$ cat config.mk
export PLATFORM = sky130hd
export DESIGN_NAME = spi_gain_slave
export DESIGN_NICKNAME = d
export VERILOG_FILES = /design/src/rtl/spi_gain_pkg.sv /design/src/rtl/spi_gain_sync.sv /design/src/rtl/spi_gain_frame.sv /design/src/rtl/spi_gain_regfile.sv /design/src/rtl/spi_gain_slave.sv
export SDC_FILE = /design/constraint.sdc
export NUM_CORES = 1
export LEC_CHECK = 0
export BUFFER_PORTS_ARGS = -buffer_cell sky130_fd_sc_hd__buf_2
export CAP_MARGIN = 0
export CORE_ASPECT_RATIO = 0.7
export CORE_MARGIN = 2
export CORE_UTILIZATION = 35
export DETAILED_ROUTE_END_ITERATION = 8
export PLACE_DENSITY = 0.53
export SLEW_MARGIN = 40
export SYNTH_ARGS = -nofsm -noshare
export SYNTH_HDL_FRONTEND = slang
export SYNTH_SLANG_ARGS = --single-unit
$ cat constraint.sdc
create_clock -name clk -period 1.8 [get_ports clk]
set_input_delay 0.27 -clock clk [delete_from_list [all_inputs] [get_ports clk]]
set_output_delay 0.27 -clock clk [all_outputs]
set_load 0.02 [all_outputs]
$ cat src/rtl/spi_gain_pkg.sv
package spi_gain_pkg;

    localparam int ADDR_W     = 15;
    localparam int DATA_W     = 8;
    localparam int HDR_BITS   = 1 + ADDR_W;
    localparam int FRAME_BITS = HDR_BITS + DATA_W;
    localparam int CNT_W      = $clog2(FRAME_BITS + 1);
    localparam int SYNC_DEPTH = 2;

    localparam logic [ADDR_W-1:0] GAIN_ADDR = 15'h100;

    typedef struct packed {
        logic [1:0] fa_step;
        logic [5:0] gain;
    } gain_reg_t;

    localparam gain_reg_t GAIN_RESET = '0;

    typedef struct packed {
        logic              rd;
        logic [ADDR_W-1:0] addr;
    } hdr_t;

    typedef struct packed {
        hdr_t              hdr;
        logic [DATA_W-1:0] data;
    } frame_t;

    function automatic logic hits_gain(input logic [ADDR_W-1:0] a);
        return a == GAIN_ADDR;
    endfunction

    function automatic gain_reg_t to_gain(input logic [DATA_W-1:0] b);
        return gain_reg_t'(b);
    endfunction

endpackage

$ cat src/rtl/spi_gain_sync.sv
module spi_gain_sync #(
    parameter int               WIDTH     = 3,
    parameter int               STAGES    = 2,
    parameter logic [WIDTH-1:0] RESET_VAL = '0
) (
    input  logic             clk,
    input  logic             rst,
    input  logic [WIDTH-1:0] async_i,
    output logic [WIDTH-1:0] sync_o,
    output logic [WIDTH-1:0] rise_o,
    output logic [WIDTH-1:0] fall_o
);

    logic [STAGES-1:0][WIDTH-1:0] chain;
    logic [WIDTH-1:0]             prev;

    always_ff @(posedge clk) begin
        if (rst) begin
            for (int s = 0; s < STAGES; s++) chain[s] <= RESET_VAL;
            prev <= RESET_VAL;
        end else begin
            chain[0] <= async_i;
            for (int s = 1; s < STAGES; s++) chain[s] <= chain[s-1];
            prev <= chain[STAGES-1];
        end
    end

    assign sync_o = chain[STAGES-1];
    assign rise_o = chain[STAGES-1] & ~prev;
    assign fall_o = ~chain[STAGES-1] & prev;

endmodule

$ cat src/rtl/spi_gain_frame.sv
module spi_gain_frame
    import spi_gain_pkg::*;
#(
    parameter int FRAME_LEN = FRAME_BITS,
    parameter int HDR_LEN   = HDR_BITS,
    parameter int BYTE_W    = DATA_W
) (
    input  logic      clk,
    input  logic      rst,
    input  logic      cs_act,
    input  logic      sclk_rise,
    input  logic      sclk_fall,
    input  logic      sdi,
    input  gain_reg_t reg_value,
    output logic      commit,
    output gain_reg_t wdata,
    output logic      rd_mode,
    output logic      sdo,
    output logic      sdo_oe
);

    localparam logic [CNT_W-1:0] LAST_IDX = CNT_W'(FRAME_LEN - 1);
    localparam logic [CNT_W-1:0] HDR_IDX  = CNT_W'(HDR_LEN - 1);
    localparam logic [CNT_W-1:0] DATA_LO  = CNT_W'(HDR_LEN);
    localparam logic [CNT_W-1:0] END_CNT  = CNT_W'(FRAME_LEN);

    logic [CNT_W-1:0]     cnt;
    logic [FRAME_LEN-2:0] shreg;
    logic [BYTE_W-1:0]    rd_buf;
    hdr_t                 hdr_now;
    frame_t               frame_now;

    // header and full frame as they stand once the current bit is added
    assign hdr_now   = hdr_t'({shreg[HDR_LEN-2:0], sdi});
    assign frame_now = frame_t'({shreg, sdi});

    assign commit = cs_act && sclk_rise && (cnt == LAST_IDX)
                    && !frame_now.hdr.rd && hits_gain(frame_now.hdr.addr);
    assign wdata  = to_gain(frame_now.data);

    always_ff @(posedge clk) begin
        if (rst) begin
            cnt     <= '0;
            shreg   <= '0;
            rd_buf  <= '0;
            rd_mode <= 1'b0;
            sdo     <= 1'b0;
            sdo_oe  <= 1'b0;
        end else if (!cs_act) begin
            cnt     <= '0;
            rd_buf  <= '0;
            rd_mode <= 1'b0;
            sdo_oe  <= 1'b0;
        end else begin
            if (sclk_rise && cnt < END_CNT) begin
                shreg <= {shreg[FRAME_LEN-3:0], sdi};
                cnt   <= cnt + 1'b1;
                if (cnt == HDR_IDX) begin
                    rd_mode <= hdr_now.rd;
                    rd_buf  <= hits_gain(hdr_now.addr) ? BYTE_W'(reg_value) : '0;
                end
            end
            if (sclk_fall && rd_mode) begin
                if (cnt >= DATA_LO && cnt < END_CNT) begin
                    sdo_oe <= 1'b1;
                    sdo    <= rd_buf[BYTE_W-1];
                    rd_buf <= {rd_buf[BYTE_W-2:0], 1'b0};
                end else if (cnt == END_CNT) begin
                    sdo_oe <= 1'b0;
                end
            end
        end
    end

endmodule

$ cat src/rtl/spi_gain_regfile.sv
module spi_gain_regfile
    import spi_gain_pkg::*;
#(
    parameter gain_reg_t RESET_VALUE = GAIN_RESET
) (
    input  logic      clk,
    input  logic      rst,
    input  logic      commit,
    input  gain_reg_t wdata,
    output gain_reg_t reg_q
);

    always_ff @(posedge clk) begin
        if (rst)         reg_q <= RESET_VALUE;
        else if (commit) reg_q <= wdata;
    end

endmodule

$ cat src/rtl/spi_gain_slave.sv
module spi_gain_slave
    import spi_gain_pkg::*;
#(
    parameter int SYNC_STAGES = SYNC_DEPTH
) (
    input  logic       clk,
    input  logic       rst,
    input  logic       sclk,
    input  logic       cs_n,
    input  logic       sdio_in,
    output logic       sdio_out,
    output logic       sdio_oe,
    output logic [1:0] fa_step,
    output logic [5:0] gain_code
);

    localparam int LINK_W = 3;
    localparam int SCLK_B = 0;
    localparam int CSN_B  = 1;
    localparam int SDI_B  = 2;

    logic [LINK_W-1:0] link_raw, link_s, link_rise, link_fall;
    logic              cs_act;
    logic              commit;
    logic              rd_mode;
    gain_reg_t         wdata;
    gain_reg_t         reg_q;

    assign link_raw = {sdio_in, cs_n, sclk};

    spi_gain_sync #(
        .WIDTH     (LINK_W),
        .STAGES    (SYNC_STAGES),
        .RESET_VAL (LINK_W'(1) << CSN_B)
    ) u_sync (
        .clk     (clk),
        .rst     (rst),
        .async_i (link_raw),
        .sync_o  (link_s),
        .rise_o  (link_rise),
        .fall_o  (link_fall)
    );

    assign cs_act = ~link_s[CSN_B];

    spi_gain_frame u_frame (
        .clk       (clk),
        .rst       (rst),
        .cs_act    (cs_act),
        .sclk_rise (link_rise[SCLK_B]),
        .sclk_fall (link_fall[SCLK_B]),
        .sdi       (link_s[SDI_B]),
        .reg_value (reg_q),
        .commit    (commit),
        .wdata     (wdata),
        .rd_mode   (rd_mode),
        .sdo       (sdio_out),
        .sdo_oe    (sdio_oe)
    );

    spi_gain_regfile u_reg (
        .clk    (clk),
        .rst    (rst),
        .commit (commit),
        .wdata  (wdata),
        .reg_q  (reg_q)
    );

    assign fa_step   = reg_q.fa_step;
    assign gain_code = reg_q.gain;

endmodule

==> metrics.md <==
| Metric | Value |
|---|---|
| Status | finished, final reports clean |
| Cells after synthesis | 257 |
| Register area share after synthesis | 0.494 |
| TritonRoute pass-1 iters | 4 |
| Initial antenna violation count | 0 |
| CP max-delay cell | dfxtp_1 |
| Critical R2R Capture | u_frame.rd_buf[0]$_SDFF_PP0_ |
| DRT antenna net count | 0 |
| Area of the mapped netlist | 2190 µm² |
| Pleak | 0.774 nW |
| CP Max Fanout | 9 |
| Count of final hold-check violations | 0 |
| R2r worst-path depth | 6 |
| CTS tree | done |
| Crit path capture type | flip-flop |
| CORE AREA | 6130 µm² |
| Fmax | 607 MHz |
| H-tree levels | 2 |
| Commonest cells post-synth | 54 x dfxtp_1, 54 x nand2_1, 41 x a21oi_1 |
| Clk sinks | 54 |
| # IOs | 15 |
| Drt wl/cell | 13.3 µm |
| Top post-synthesis cells by area | dfxtp_1 49%, a21oi_1 9.4%, nand2_1 9.3% |
| RD Place Congestion | 0.757 |
| EDFF count, synth | 0 |
| Top layer in use | met4 |
| Die area | 6910 µm² |
| Crit path kind | reg2reg |
| Least-Margin Pin Slew | 612 ps |
| Crit. path cell count | 6 |
| Pins Over Slew Limit | 0 |
| Max Cap Viol | 0 |
| Post-Syn Nets | 265 |
| Die width | 98.5 µm |
| Cell family with most CP delay | simple AND/OR/NAND/NOR gates |
| Clk_lat worst skew | 300 ps |
| Worst hold path type | in2reg |
| DRC viols | 0 |
| Met3 routed WL | 170 µm |
| Syn_area_per_cell | 8.51 µm² |
| Cell Pwr Density | 776 nW/µm² |
| DP HPWL | 3.17 mm |
| Comb power frac | 0.026 |
| Max Root-Sink Buffers | 2 |
| Area growth syn-to-layout | 11.3% |
| CP Buf/Inv Count | 0 |
| Total GRT Usage | 0.141 |
| Relative slew slack | 0.590 |
| P_int | 0.00149 W |
| Crit path cell chain | ha_1 > and3_1 > ha_1 > and3_2 > nand4_1 > a211oi_1 |
| Worst Setup EP | u_frame.rd_buf[0]$_SDFF_PP0_ |
| DR WL met2 | 1.84 mm |
| Starting Density | 0.357 |
| Most used cell, CP | ha_1 |
| Hold_sp | cs_n |
| Clk root buf | clkbuf_8 |
| Largest area contributor in the netlist | dfxtp_1 |
| CP Launch Point | u_frame.cnt[1]$_SDFFE_PP0N_ |
| First-pass GRT wire length | 7.79 mm |
| Net Sw Power | 0.000398 W |
| Flops & latches, synth | 54 |
| Min Tclk post-route | 1650 ps |
| Yosys warns | 0 |
| Peak supply drop | 0.284 mV |
| Clock-pin slew on the worst setup and hold paths | 90 ps |
| GRT overflow | 0 |
| Sw frac | 0.211 |
| Setup TNS | 0 ps |
| Reg-to-reg slack, setup | 150 ps |
| Post-synth cell types | 34 |
| Iter 0 DRT Violations | 116 |
| Clk pwr share | 0.335 |
| Synth Flop Type | dfxtp_1 |
| Ys async rst share | 0 |
| Synth top area share | 0.494 |
| TritonCTS Buffers | 5 |
| # setup viols final | 0 |
| Vias | 1717 |
| Worst Path Arrival | 1860 ps |
| Layout Skew | 9.00 ps |
| Met1 Wirelength | 2.58 mm |
| Diode count | 0 |
| Placement Setup Slack | 150 ps |
| WP data required | 2010 ps |
| Final setup margin | 151 ps |
| Share of cells above drive strength 1 | 0.133 |
| Vias per inst | 4.93 |
| Largest net degree at the start of global routing | 24 |
| Port Buffers | 14 |
| Startpoint Class | flip-flop |
| Vias in the first global route | 1592 |
| Tcrit/Tclk final | 0.916 |
| Final nets | 278 |
| Routed WL | 4.64 mm |
| RSZ-0062 raised after global routing | no |
| Register share of total power | 0.639 |
| Die Y | 70.2 µm |
| Worst r2r src | u_frame.cnt[1]$_SDFFE_PP0N_ |
| Worst path max stage delay | 380 ps |
| Rows | 24 |
==> final cells by class <==
| class | instances | area (µm²) |
|---|---|---|
| inverter | 3 | 11.3 |
| sequential | 54 | 1080 |
| fill | 657 | 3690 |
| tap | 78 | 97.6 |
| multi-input combinational | 185 | 1050 |
| timing repair buffer | 21 | 123 |
| clock buffer | 7 | 76.3 |
==> what timing repair did <==
| item | 4_1_cts | 5_1_grt |
|---|---|---|
| buffers inserted | 0 | 1 |
| hold buffers | 0 | 0 |
| gates resized for setup | 0 | 1 |
| setup endpoints to repair | 0 | 2 |
==> flip-flops by register name, indices dropped and copies added, names as in the netlist <==
signal,flops
u_frame.sdo,1
u_frame.cnt,5
u_sync.chain,3
u_reg.reg_q,8
u_sync.sync_o,3
u_frame.sdo_oe,1
u_frame.rd_buf,8
u_sync.prev,1
u_frame.shreg,23
u_frame.rd_mode,1
==> power groups by stage <==
stage / combinational [W] / sequential (W) / clock [W]
5_1_grt: 0.0000558 / 0.00121 / 0.000711
2_1_floorplan: 0.0000347 / 0.00123 / 0
4_1_cts: 0.0000501 / 0.00121 / 0.000654
6_report: 0.0000496 / 0.00121 / 0.000632
3_3_place_gp: 0.0000495 / 0.00123 / 0
3_5_place_dp: 0.0000499 / 0.00123 / 0
==> worst min path at each step <==
stage,endpoint,cells past startpoint
2_1_floorplan,u_sync.chain[1]$_SDFF_PP1_,1
3_3_place_gp,u_sync.sync_o[1]$_SDFF_PP1_,1
3_5_place_dp,u_sync.sync_o[1]$_SDFF_PP1_,1
4_1_cts,u_sync.chain[1]$_SDFF_PP1_,2
5_1_grt,u_sync.chain[1]$_SDFF_PP1_,2
6_report,u_sync.chain[1]$_SDFF_PP1_,2
==> cell usage in the layout, fill, tap and decap left out, types with 2 or more instances in the layout <==
cell type | synthesis | layout
buf_4 | 0 | 7
o21ai_1 | 4 | 4
mux2i_1 | 8 | 8
nor2_1 | 6 | 6
nand2b_1 | 17 | 17
o21ai_0 | 5 | 5
and3_2 | 1 | 2
nor4_1 | 2 | 2
xnor2_1 | 2 | 2
nand2_1 | 54 | 54
nand3b_1 | 2 | 2
nor3_2 | 1 | 2
inv_1 | 3 | 3
nand4_1 | 9 | 9
nor3_1 | 3 | 2
nor2b_1 | 6 | 6
clkbuf_8 | 0 | 5
or3_1 | 2 | 2
clkbuf_1 | 14 | 2
dfxtp_1 | 54 | 54
a21oi_1 | 41 | 41
nand3_1 | 4 | 4
ha_1 | 3 | 3
buf_2 | 0 | 14
or2_2 | 3 | 3
==> kinds of logic after synthesis <==
logic type               Yosys count  synth area share
AND/OR/NAND/NOR                  118             0.285
flip-flops                        54             0.494
AO/OA/AOI/OAI                     53             0.124
buffers and inverters             18            0.0309
multiplexers                       8            0.0366
XOR/XNOR                           3            0.0120
adder cells (fa/ha/maj)            3            0.0172
==> routing by layer <==
layer,GRT usage,vias to the layer above
li1,-,896
met1,0.207,791
met2,0.201,25
met3,0.0380,5
met4,0.0457,0
met5,0,-
==> per-stage QoR <==
| step | area (µm²) | power (W) | instances | util | hold WS (ps) |
|---|---|---|---|---|---|
| 3_5_place_dp | 2350 | 0.00128 | 340 | 0.384 | 404 |
| 2_1_floorplan | 2190 | 0.00127 | 257 | - | 374 |
| 4_1_cts | 2430 | 0.00191 | 347 | 0.396 | 145 |
| 3_3_place_gp | 2350 | 0.00128 | 340 | 0.384 | 394 |
| 6_report | 2430 | 0.00189 | 348 | 0.397 | 152 |
| 5_1_grt | 2430 | 0.00197 | 348 | 0.397 | 140 |
No activity file was read; power rests on OpenSTA's default activity.
